===== src/rtl/rsv_pkg.sv =====
package rsv_pkg;

    localparam int DATA_W   = 16;
    localparam int RES_MIN  = 10;
    localparam int RES_STEP = 2;

    localparam logic [7:0] FAULT_REG_ADDR = 8'hFF;
    localparam logic [7:0] RD_FLAG        = 8'h80;

    typedef enum logic [1:0] {
        REQ_POS  = 2'd0,
        REQ_VEL  = 2'd1,
        REQ_FCLR = 2'd2,
        REQ_RSVD = 2'd3
    } req_kind_e;

    typedef enum logic [2:0] {
        ST_IDLE,
        ST_HOLD,
        ST_MXFER,
        ST_TAIL,
        ST_FLO1,
        ST_FXFER,
        ST_FLO2,
        ST_FTAIL
    } seq_state_e;

    typedef struct packed {
        logic a1;
        logic a0;
    } mode_pins_t;

    // Pin pattern for each operation; anything but a reading uses config position.
    function automatic mode_pins_t pins_for(req_kind_e k);
        case (k)
            REQ_POS: return mode_pins_t'{a1: 1'b0, a0: 1'b0};
            REQ_VEL: return mode_pins_t'{a1: 1'b1, a0: 1'b0};
            default: return mode_pins_t'{a1: 1'b0, a0: 1'b1};
        endcase
    endfunction

    // Word sent during a fault-register read: address with read flag, filler.
    function automatic logic [DATA_W-1:0] fault_read_word();
        return {FAULT_REG_ADDR | RD_FLAG, FAULT_REG_ADDR};
    endfunction

endpackage


===== src/rtl/rsv_guard_timer.sv =====
module rsv_guard_timer #(
    parameter int CNT_W = 8
) (
    input  logic             clk,
    input  logic             rst,
    input  logic             load,
    input  logic [CNT_W-1:0] load_val,
    output logic             expired
);
    logic [CNT_W-1:0] cnt_q;

    always_ff @(posedge clk) begin
        if (rst)
            cnt_q <= '0;
        else if (load)
            cnt_q <= load_val;
        else if (cnt_q != '0)
            cnt_q <= cnt_q - 1'b1;
    end

    assign expired = (cnt_q == '0);
endmodule


===== src/rtl/rsv_spi_mode3.sv =====
module rsv_spi_mode3 #(
    parameter int WIDTH = 16,
    parameter int HALF  = 4
) (
    input  logic             clk,
    input  logic             rst,
    input  logic             start,
    input  logic [WIDTH-1:0] tx_word,
    output logic [WIDTH-1:0] rx_word,
    output logic             done,
    output logic             sclk,
    output logic             cs_n,
    output logic             mosi,
    input  logic             miso
);
    localparam int EDGES = 2 * WIDTH;
    localparam int EC_W  = $clog2(EDGES + 1);
    localparam int HC_W  = $clog2(HALF + 1);

    logic             active_q;
    logic [HC_W-1:0]  hc_q;
    logic [EC_W-1:0]  ec_q;
    logic [WIDTH-1:0] tx_q;
    logic [WIDTH-1:0] rx_q;

    always_ff @(posedge clk) begin
        if (rst) begin
            active_q <= 1'b0;
            hc_q     <= '0;
            ec_q     <= '0;
            tx_q     <= '0;
            rx_q     <= '0;
            sclk     <= 1'b1;
            cs_n     <= 1'b1;
            mosi     <= 1'b1;
            done     <= 1'b0;
        end else begin
            done <= 1'b0;
            if (!active_q) begin
                if (start) begin
                    active_q <= 1'b1;
                    cs_n     <= 1'b0;
                    tx_q     <= tx_word;
                    hc_q     <= HC_W'(HALF - 1);
                    ec_q     <= '0;
                end
            end else if (hc_q != '0) begin
                hc_q <= hc_q - 1'b1;
            end else begin
                hc_q <= HC_W'(HALF - 1);
                if (ec_q == EC_W'(EDGES)) begin
                    cs_n     <= 1'b1;
                    active_q <= 1'b0;
                    done     <= 1'b1;
                end else if (!ec_q[0]) begin
                    // leading (falling) edge: present next bit
                    sclk <= 1'b0;
                    mosi <= tx_q[WIDTH-1];
                    tx_q <= {tx_q[WIDTH-2:0], 1'b0};
                    ec_q <= ec_q + 1'b1;
                end else begin
                    // trailing (rising) edge: capture
                    sclk <= 1'b1;
                    rx_q <= {rx_q[WIDTH-2:0], miso};
                    ec_q <= ec_q + 1'b1;
                end
            end
        end
    end

    assign rx_word = rx_q;
endmodule


===== src/rtl/rsv_result_fmt.sv =====
module rsv_result_fmt
    import rsv_pkg::*;
#(
    parameter int W = DATA_W
) (
    input  logic [W-1:0] raw,
    input  logic [1:0]   res_code,
    input  logic         hyst_en,
    input  logic         is_vel,
    output logic [W-1:0] scaled
);
    localparam int SH_W = $clog2(W);

    logic [SH_W-1:0] shamt;
    logic [W-1:0]    pos_v;
    logic [W-1:0]    vel_v;

    always_comb begin
        shamt  = SH_W'(W - (RES_MIN + RES_STEP * int'(res_code)));
        pos_v  = hyst_en ? (raw >> shamt) : raw;
        vel_v  = W'($signed(raw) >>> shamt);
        scaled = is_vel ? vel_v : pos_v;
    end
endmodule


===== src/rtl/rsv_sampler.sv =====
module rsv_sampler
    import rsv_pkg::*;
#(
    parameter int CLKIN_CYC = 16,
    parameter int EXTRA_CYC = 3,
    parameter int SCLK_HALF = 4
) (
    input  logic              clk,
    input  logic              rst,
    input  logic              req_valid,
    input  logic [1:0]        req_kind,
    input  logic [1:0]        res_code,
    input  logic              hyst_en,
    output logic              busy,
    output logic              sample_n,
    output logic              mode_a0,
    output logic              mode_a1,
    output logic              spi_sclk,
    output logic              spi_cs_n,
    output logic              spi_mosi,
    input  logic              spi_miso,
    output logic [DATA_W-1:0] result,
    output logic              result_valid,
    output logic              result_is_vel,
    output logic [7:0]        fault_code,
    output logic              fault_valid
);
    localparam int LONG_CYC  = 6 * CLKIN_CYC + EXTRA_CYC;
    localparam int SHORT_CYC = 2 * CLKIN_CYC + EXTRA_CYC;
    localparam int TMR_W     = $clog2(LONG_CYC + 1);

    seq_state_e        state_q;
    req_kind_e         kind_q;
    mode_pins_t        pins_q;
    logic              samp_q;
    logic [DATA_W-1:0] result_q;
    logic              rvalid_q;
    logic              isvel_q;
    logic [7:0]        fault_q;
    logic              fvalid_q;

    logic              accept;
    logic              tmr_load;
    logic [TMR_W-1:0]  tmr_val;
    logic              tmr_exp;
    logic              spi_start;
    logic              spi_done;
    logic [DATA_W-1:0] spi_rx;
    logic [DATA_W-1:0] spi_tx;
    logic [DATA_W-1:0] fmt_out;

    assign accept = (state_q == ST_IDLE) && req_valid && (req_kind_e'(req_kind) != REQ_RSVD);
    assign spi_tx = (kind_q == REQ_FCLR) ? fault_read_word() : '0;

    always_comb begin
        tmr_load  = 1'b0;
        tmr_val   = TMR_W'(SHORT_CYC);
        spi_start = 1'b0;
        case (state_q)
            ST_IDLE: if (accept) begin
                tmr_load = 1'b1;
                if (req_kind_e'(req_kind) != REQ_FCLR)
                    tmr_val = TMR_W'(LONG_CYC);
            end
            ST_HOLD:  spi_start = tmr_exp;
            ST_FLO1:  spi_start = tmr_exp;
            ST_MXFER: tmr_load  = spi_done;
            ST_FXFER: tmr_load  = spi_done;
            ST_FLO2:  tmr_load  = tmr_exp;
            default: ;
        endcase
    end

    rsv_guard_timer #(.CNT_W(TMR_W)) tmr_i (
        .clk(clk), .rst(rst), .load(tmr_load), .load_val(tmr_val), .expired(tmr_exp)
    );

    rsv_spi_mode3 #(.WIDTH(DATA_W), .HALF(SCLK_HALF)) spi_i (
        .clk(clk), .rst(rst), .start(spi_start), .tx_word(spi_tx),
        .rx_word(spi_rx), .done(spi_done), .sclk(spi_sclk), .cs_n(spi_cs_n),
        .mosi(spi_mosi), .miso(spi_miso)
    );

    rsv_result_fmt #(.W(DATA_W)) fmt_i (
        .raw(spi_rx), .res_code(res_code), .hyst_en(hyst_en),
        .is_vel(kind_q == REQ_VEL), .scaled(fmt_out)
    );

    always_ff @(posedge clk) begin
        if (rst) begin
            state_q  <= ST_IDLE;
            kind_q   <= REQ_POS;
            pins_q   <= pins_for(REQ_FCLR);
            samp_q   <= 1'b1;
            result_q <= '0;
            rvalid_q <= 1'b0;
            isvel_q  <= 1'b0;
            fault_q  <= '0;
            fvalid_q <= 1'b0;
        end else begin
            rvalid_q <= 1'b0;
            fvalid_q <= 1'b0;
            case (state_q)
                ST_IDLE: if (accept) begin
                    kind_q  <= req_kind_e'(req_kind);
                    samp_q  <= 1'b0;
                    state_q <= (req_kind_e'(req_kind) == REQ_FCLR) ? ST_FLO1 : ST_HOLD;
                end
                ST_HOLD: if (tmr_exp) begin
                    pins_q  <= pins_for(kind_q);
                    state_q <= ST_MXFER;
                end
                ST_MXFER: if (spi_done) begin
                    result_q <= fmt_out;
                    samp_q   <= 1'b1;
                    state_q  <= ST_TAIL;
                end
                ST_TAIL: if (tmr_exp) begin
                    rvalid_q <= 1'b1;
                    isvel_q  <= (kind_q == REQ_VEL);
                    state_q  <= ST_IDLE;
                end
                ST_FLO1: if (tmr_exp) begin
                    samp_q  <= 1'b1;
                    pins_q  <= pins_for(REQ_FCLR);
                    state_q <= ST_FXFER;
                end
                ST_FXFER: if (spi_done) begin
                    fault_q <= spi_rx[7:0];
                    samp_q  <= 1'b0;
                    state_q <= ST_FLO2;
                end
                ST_FLO2: if (tmr_exp) begin
                    samp_q  <= 1'b1;
                    state_q <= ST_FTAIL;
                end
                ST_FTAIL: if (tmr_exp) begin
                    fvalid_q <= 1'b1;
                    state_q  <= ST_IDLE;
                end
                default: state_q <= ST_IDLE;
            endcase
        end
    end

    assign busy          = (state_q != ST_IDLE);
    assign sample_n      = samp_q;
    assign mode_a0       = pins_q.a0;
    assign mode_a1       = pins_q.a1;
    assign result        = result_q;
    assign result_valid  = rvalid_q;
    assign result_is_vel = isvel_q;
    assign fault_code    = fault_q;
    assign fault_valid   = fvalid_q;
endmodule


===== config.mk =====
export PLATFORM = sky130hd
export DESIGN_NAME = rsv_sampler
export DESIGN_NICKNAME = d
export VERILOG_FILES = /design/src/rtl/rsv_pkg.sv /design/src/rtl/rsv_guard_timer.sv /design/src/rtl/rsv_spi_mode3.sv /design/src/rtl/rsv_result_fmt.sv /design/src/rtl/rsv_sampler.sv
export SDC_FILE = /design/constraint.sdc
export NUM_CORES = 1
export LEC_CHECK = 0
export CAP_MARGIN = 5
export CORE_AREA = 2 2 89 91
export CTS_BUF_LIST = sky130_fd_sc_hd__clkbuf_16
export DETAILED_ROUTE_END_ITERATION = 8
export DIE_AREA = 0 0 91 93
export PLACE_DENSITY = 0.85
export SYNTH_ARGS = -nofsm -noshare
export SYNTH_HDL_FRONTEND = slang
export SYNTH_SLANG_ARGS = --single-unit

===== constraint.sdc =====
create_clock -name clk -period 3.5 [get_ports clk]
set_input_delay 0.875 -clock clk [delete_from_list [all_inputs] [get_ports clk]]
set_output_delay 0.875 -clock clk [all_outputs]
set_load 0.02 [all_outputs]

Word-level counts from Yosys, hierarchy flattened
Index checks and enable logic that the tools add are counted.
{"block": "word_totals", "in_bits": 9, "out_inout_bits": 34, "ff_bits": 88, "word_cells": 142}
{"block": "op_classes", "mux": 52, "eq_ne": 25, "shift": 2, "n_bitwise": 6, "addsub": 5, "n_reduce_logical": 32}
{"cell": "16-bit two-way mux", "n": 8}
{"cell": "7-bit two-way mux", "n": 5}
{"cell": "3-bit two-way mux", "n": 11}
{"cell": "6-bit two-way mux", "n": 4}
{"cell": "3-bit case mux with 7 select lines", "n": 1}
{"cell": "2-bit != test, second input constant", "n": 10}
{"cell": "1-bit two-way mux", "n": 17}
{"cell": "16-bit by 4-bit >> shifter with 16-bit output", "n": 1}
{"cell": "16-bit by 4-bit >>> shifter with 16-bit output", "n": 1}
{"cell": "3-bit equality test, second input constant", "n": 4}
{"cell": "3-bit AND reduction", "n": 4}
{"cell": "4-bit AND reduction", "n": 3}
{"cell": "2-bit OR reduction", "n": 6}
{"cell": "2-bit by 1-bit != test with 1-bit output, second input constant", "n": 4}
{"cell": "2-bit case mux with 2 select lines", "n": 2}
{"cell": "2-bit AND reduction", "n": 4}
{"cell": "7-bit zero test", "n": 1}
{"cell": "7-bit AND reduction", "n": 1}
{"cell": "7-bit nonzero test", "n": 1}
{"cell": "7-bit by 1-bit subtractor with 7-bit output, second input constant", "n": 1}
{"cell": "6-bit by 1-bit adder with 6-bit output, second input constant", "n": 1}
{"cell": "3-bit by 2-bit equality test with 1-bit output, second input constant", "n": 2}
{"cell": "6-bit equality test, second input constant", "n": 1}
{"cell": "1-bit inverter", "n": 6}
{"cell": "other kinds (17)", "n": 23}

Longest topological paths before layout
{"block": "depth", "word_depth": 6, "mapped_depth": 8, "mapped_depth_nobuf": 6}

Hierarchy
From an unflattened synthesis, not the netlist that was laid out.
{"block": "unflattened", "cells_unflattened": 512, "hier_area_um2": 4579.4}
{"module": "rsv_spi_mode3", "instances": 1, "seq_area_each_um2": 920.9, "area_each_um2": 2093.3, "cells_per_inst": 199}
{"module": "rsv_sampler", "instances": 1, "seq_area_each_um2": 700.7, "area_each_um2": 1471.4, "cells_per_inst": 186}
{"module": "rsv_result_fmt", "instances": 1, "seq_area_each_um2": 0.0, "area_each_um2": 615.6, "cells_per_inst": 80}
{"module": "rsv_guard_timer", "instances": 1, "seq_area_each_um2": 140.1, "area_each_um2": 399.1, "cells_per_inst": 47}

Worst setup path after synthesis
OpenSTA, ideal clock, no wires.
{"block": "synth_timing", "kind": "input port to flip-flop", "startpoint": "input res_code[1]", "endpoint": "register result_q[1] (netlist: result[1])", "arrival_ns": 1.996, "n_path_buf": 2, "required_time_ns": 3.364, "setup_ns": 0.136, "slack_ns": 1.369, "path_stages": 6, "cell_sequence": "clkbuf_1 > buf_2 > mux2i_1 > o2bb2ai_1 > a221oi_1 > nor3_1"}
{"block": "synth_between", "elab_chain_len": 5, "elab_cells_between_ends": 6, "classes_between": "2 x add/sub; 2 x shift; 2 x mux"}
{"element": "start, declared", "line_no": "rsv_sampler.sv:12", "source": "input logic [1:0] res_code,"}
{"element": "4-bit by 3-bit adder with 4-bit output *", "line_no": "rsv_result_fmt.sv:19", "source": "shamt = SH_W'(W - (RES_MIN + RES_STEP * int'(res_code)));"}
{"element": "1-bit by 4-bit subtractor with 4-bit output *", "line_no": "rsv_result_fmt.sv:19"}
{"element": "16-bit by 4-bit >> shifter with 16-bit output", "line_no": "rsv_result_fmt.sv:20", "source": "pos_v = hyst_en ? (raw >> shamt) : raw;"}
{"element": "16-bit two-way mux", "line_no": "rsv_result_fmt.sv:20"}
{"element": "16-bit two-way mux *", "line_no": "rsv_result_fmt.sv:22", "source": "scaled = is_vel ? vel_v : pos_v;"}
{"element": "end signal, assigned", "line_no": "rsv_sampler.sv:114", "source": "result_q <= fmt_out;"}
{"element": "end, declared", "line_no": "rsv_sampler.sv:36", "source": "logic [DATA_W-1:0] result_q;"}
Mark *: on every way between the ends. The rest lies on a longest branch, timed or not.
A chain may end at the register's enable or synchronous reset.

Worst setup path in the final report
{"block": "layout_timing", "startpoint": "register state_q[0]", "endpoint": "output busy"}
{"block": "layout_between", "elab_chain_len": 1}
{"element": "start, declared", "line_no": "rsv_sampler.sv:32", "source": "seq_state_e state_q;"}
{"element": "start signal, assigned", "line_no": "rsv_sampler.sv:107", "source": "state_q <= (req_kind_e'(req_kind) == REQ_FCLR) ? ST_FLO1 : ST_HOLD;"}
{"element": "3-bit nonzero test", "line_no": "rsv_sampler.sv:146", "source": "assign busy = (state_q != ST_IDLE);"}
{"element": "end, declared", "line_no": "rsv_sampler.sv:14", "source": "output logic busy,"}
Every way passes these cells.

==> out/qor.yml <==
run_status:
  outcome: "completed"
synth:
  seq_area_frac_synth_pct: 41.8
  synth_edf_count: 0
  ys_warn_count: 0
  async_flop_share_pct: 0
  syn_area_mm2: 0.00421
  netlist-cell-type-count: 62
  syn_nets: 488
  yosysTopAreaCell: "dfxtp_1"
  synth_area_leaders: "dfxtp_1 (42%), mux2i_1 (7.1%), nor2_1 (4.4%), nand2_1 (4.0%), a21oi_1 (3.2%)"
  synth_top_area_share_pct: 41.8
  synth.most_common_cell: "dfxtp_1"
  yosys_most_used_dff: "dfxtp_1"
  ys_ff_latch: 88
  netlist_instances: 469
  netlist_top_cells_count: "dfxtp_1 (88), nor2_1 (49), nand2_1 (45)"
  avgSynthCellArea_um2: 8.98
sta:
  grt_setup_unrepaired: "false"
  finalHoldViolations: 0
  finalSetupTns_ps: 0
  max_freq_mhz: 357
  fin_hold_ws_ps: 455
  fin_skew_ps: 8.34
  tightest_slew_ps: 740
  drv_slew: 0
  min_period_ps: 2800
  setup_violations: 0
  fin_crit_sh_pct: 80.1
  slew_headroom_pct: 50.7
finish:
  drive_above_1_share_pct: 9.22
  area.sequential_mm2: 0.00176
  multi_input_area_mm2: 0.00228
  fillers: 627
  finalNetCount: 514
  num_antenna_cells: 0
  syn2layout_area_growth_pct: 17.6
clock_network:
  path_clk_slew_ps: 60
  cts_hold_buf: 0
  clock_path_buffers: 2
  numClockSinks: 88
  post_cts_resized: 0
  cts_tree: "built"
  clk_latency_ps: 340
  cts_made_buffers: 9
  cts-root-buf: "clkbuf_16"
  cts_setup_buffers: 0
  htreeDepth: 3
floorplan:
  ios: 43
  dieArea_mm2: 0.00846
  die_h_um: 93
  start_util_pct: 56.0
  core_mm2: 0.00753
  die-width_um: 91
  num_rows: 32
placed_design:
  dp_hpwl_um: 6700
  portBuffers: 42
  gp_congestion: 0.855
setup_path:
  worstSetupPathType: "flop to output port"
  crit_arrival_ps: 1930
  end_kind: "output port"
  path_max_fanout: 10
  startpoint: "state_q[0]$_SDFFE_PP0P_"
  ff2ff_setup_slack_ps: 1040
  slowest_delay_ps: 620
  crit_chain: "inv_1 -> ha_1 -> nand2b_1 -> clkdlybuf4s50_1"
  cp.required_ps: 2620
  start_kind: "flop"
  critPathSlowestCell: "clkdlybuf4s50_1"
  worstReg2RegStart: "spi_i.ec_q[0]$_SDFFE_PP0P_"
route:
  postRouteAntennaNets: 0
  wl_per_cell_um: 16.2
  wl_um: 9750
  viasPerCell: 6.14
  drc: 0
  vias: 3693
  drt_iter0_drc: 215
  drt-pass1-iter-count: 5
min_path:
  hold_path_class: "flop to flop"
  min_from: "result[15]$_SDFFE_PP0P_"
global_route:
  grt_pass1_wl_um: 16300
  grt_util_all_layers_pct: 23.6
  grt_pass1_vias: 3413
  overflow: 0
  grt_antenna_before_repair: 0
  grt_start_max_net_pins: 47
pwr:
  peakVddDrop_mv: 0.341
  power_density_mw_per_mm2: 672
  power.total_uw: 3330
  p_leak_uw: 0.00176
run:
  max_cap_violations: 0
[area by class of cell]
type | count | area share (%)
Clock buffer | 9 | 4.55
Inverter | 14 | 1.06
Multi-Input combinational cell | 336 | 46.0
Tap cell | 102 | 2.58
Timing Repair Buffer | 46 | 9.00
Sequential cell | 88 | 35.6
Clock inverter | 6 | 1.24
[power by group]
part	switching [uW]	leakage, uW	internal (uW)
Combinational	637	0.000906	454
Sequential	144	0.000713	1160
Clock	384	0.000143	546
[metrics by stage]
| step | cell area, um^2 | instances | utilization (%) | setup WS, ps |
|---|---|---|---|---|
| final | 4950 | 601 | 65.8 | 697 |
| after global placement | 4660 | 586 | 62.0 | 847 |
| after floorplan | 4210 | 469 | - | 1370 |
| after global routing | 4950 | 601 | 65.8 | 613 |
| after CTS | 4950 | 601 | 65.8 | 692 |
| after detailed placement | 4660 | 586 | 62.0 | 782 |
[worst paths after layout]
| path | end | depth (start not counted) |
|---|---|---|
| worst min-delay path | result[15]$_SDFFE_PP0P_ | 2 |
| worst min register to register | result[15]$_SDFFE_PP0P_ | 2 |
| worst max register to register | spi_i.tx_q[5]$_SDFFE_PP0P_ | 6 |
| worst max-delay path | busy | 4 |
[metal layers]
layer / GRT usage (%) / wire length, um / share of wire [%]
met1: 29.5 / 4300 / 44
met2: 40.0 / 4770 / 49
met3: 4.67 / 417 / 4.3
met4: 9.85 / 256 / 2.6
met5: 0 / 0 / 0
[worst max-delay path, delay by kind of cell, from the launching register on]
family	cells	cell delay (ps)
buffers and inverters	2	710
DFF	1	380
adders and majority gates	1	330
and+or+nand+nor	1	170
[kinds of logic after synthesis]
kind of cell,share of synthesized area (%)
simple gates,20.0
mux,8.47
compound gates,21.3
xor+xnor,1.25
flops,41.8
buf+inv,4.22
fa+ha+maj,2.97
[registers in the layout (all words and copies together) (netlist names), 2 cells and up]
signal         flops
spi_i.rx_word     16
tmr_i.cnt_q        7
kind_q             2
result            16
spi_i.hc_q         3
fault_code         8
spi_i.ec_q         6
spi_i.tx_q        16
state_q            3
[cells in the final DEF, fill, tap and decap left out, types with 3 or more instances in the layout]
master | netlist | layout
o211ai_1 | 6 | 6
nand3_1 | 6 | 6
clkdlybuf4s50_1 | 0 | 41
mux2_2 | 3 | 3
o21ai_1 | 8 | 8
clkbuf_16 | 0 | 9
nand4_1 | 5 | 5
a21oi_1 | 27 | 27
o221a_2 | 7 | 7
a211o_1 | 3 | 3
a221oi_1 | 5 | 5
a211oi_1 | 16 | 15
nor2b_1 | 8 | 8
a21boi_0 | 9 | 9
nor3_1 | 26 | 26
buf_4 | 1 | 4
or3_1 | 3 | 3
xor2_1 | 3 | 3
xnor2_1 | 3 | 3
nand2_1 | 45 | 45
nor4b_1 | 3 | 3
a211oi_2 | 9 | 10
o2bb2ai_1 | 4 | 4
ha_1 | 10 | 10
nor2_1 | 49 | 49
nand2b_1 | 3 | 3
and3_1 | 4 | 4
o21ai_0 | 5 | 5
inv_1 | 11 | 11
dfxtp_1 | 88 | 88
mux2i_1 | 30 | 30
Note: power is estimated with default switching activity, not from simulation.
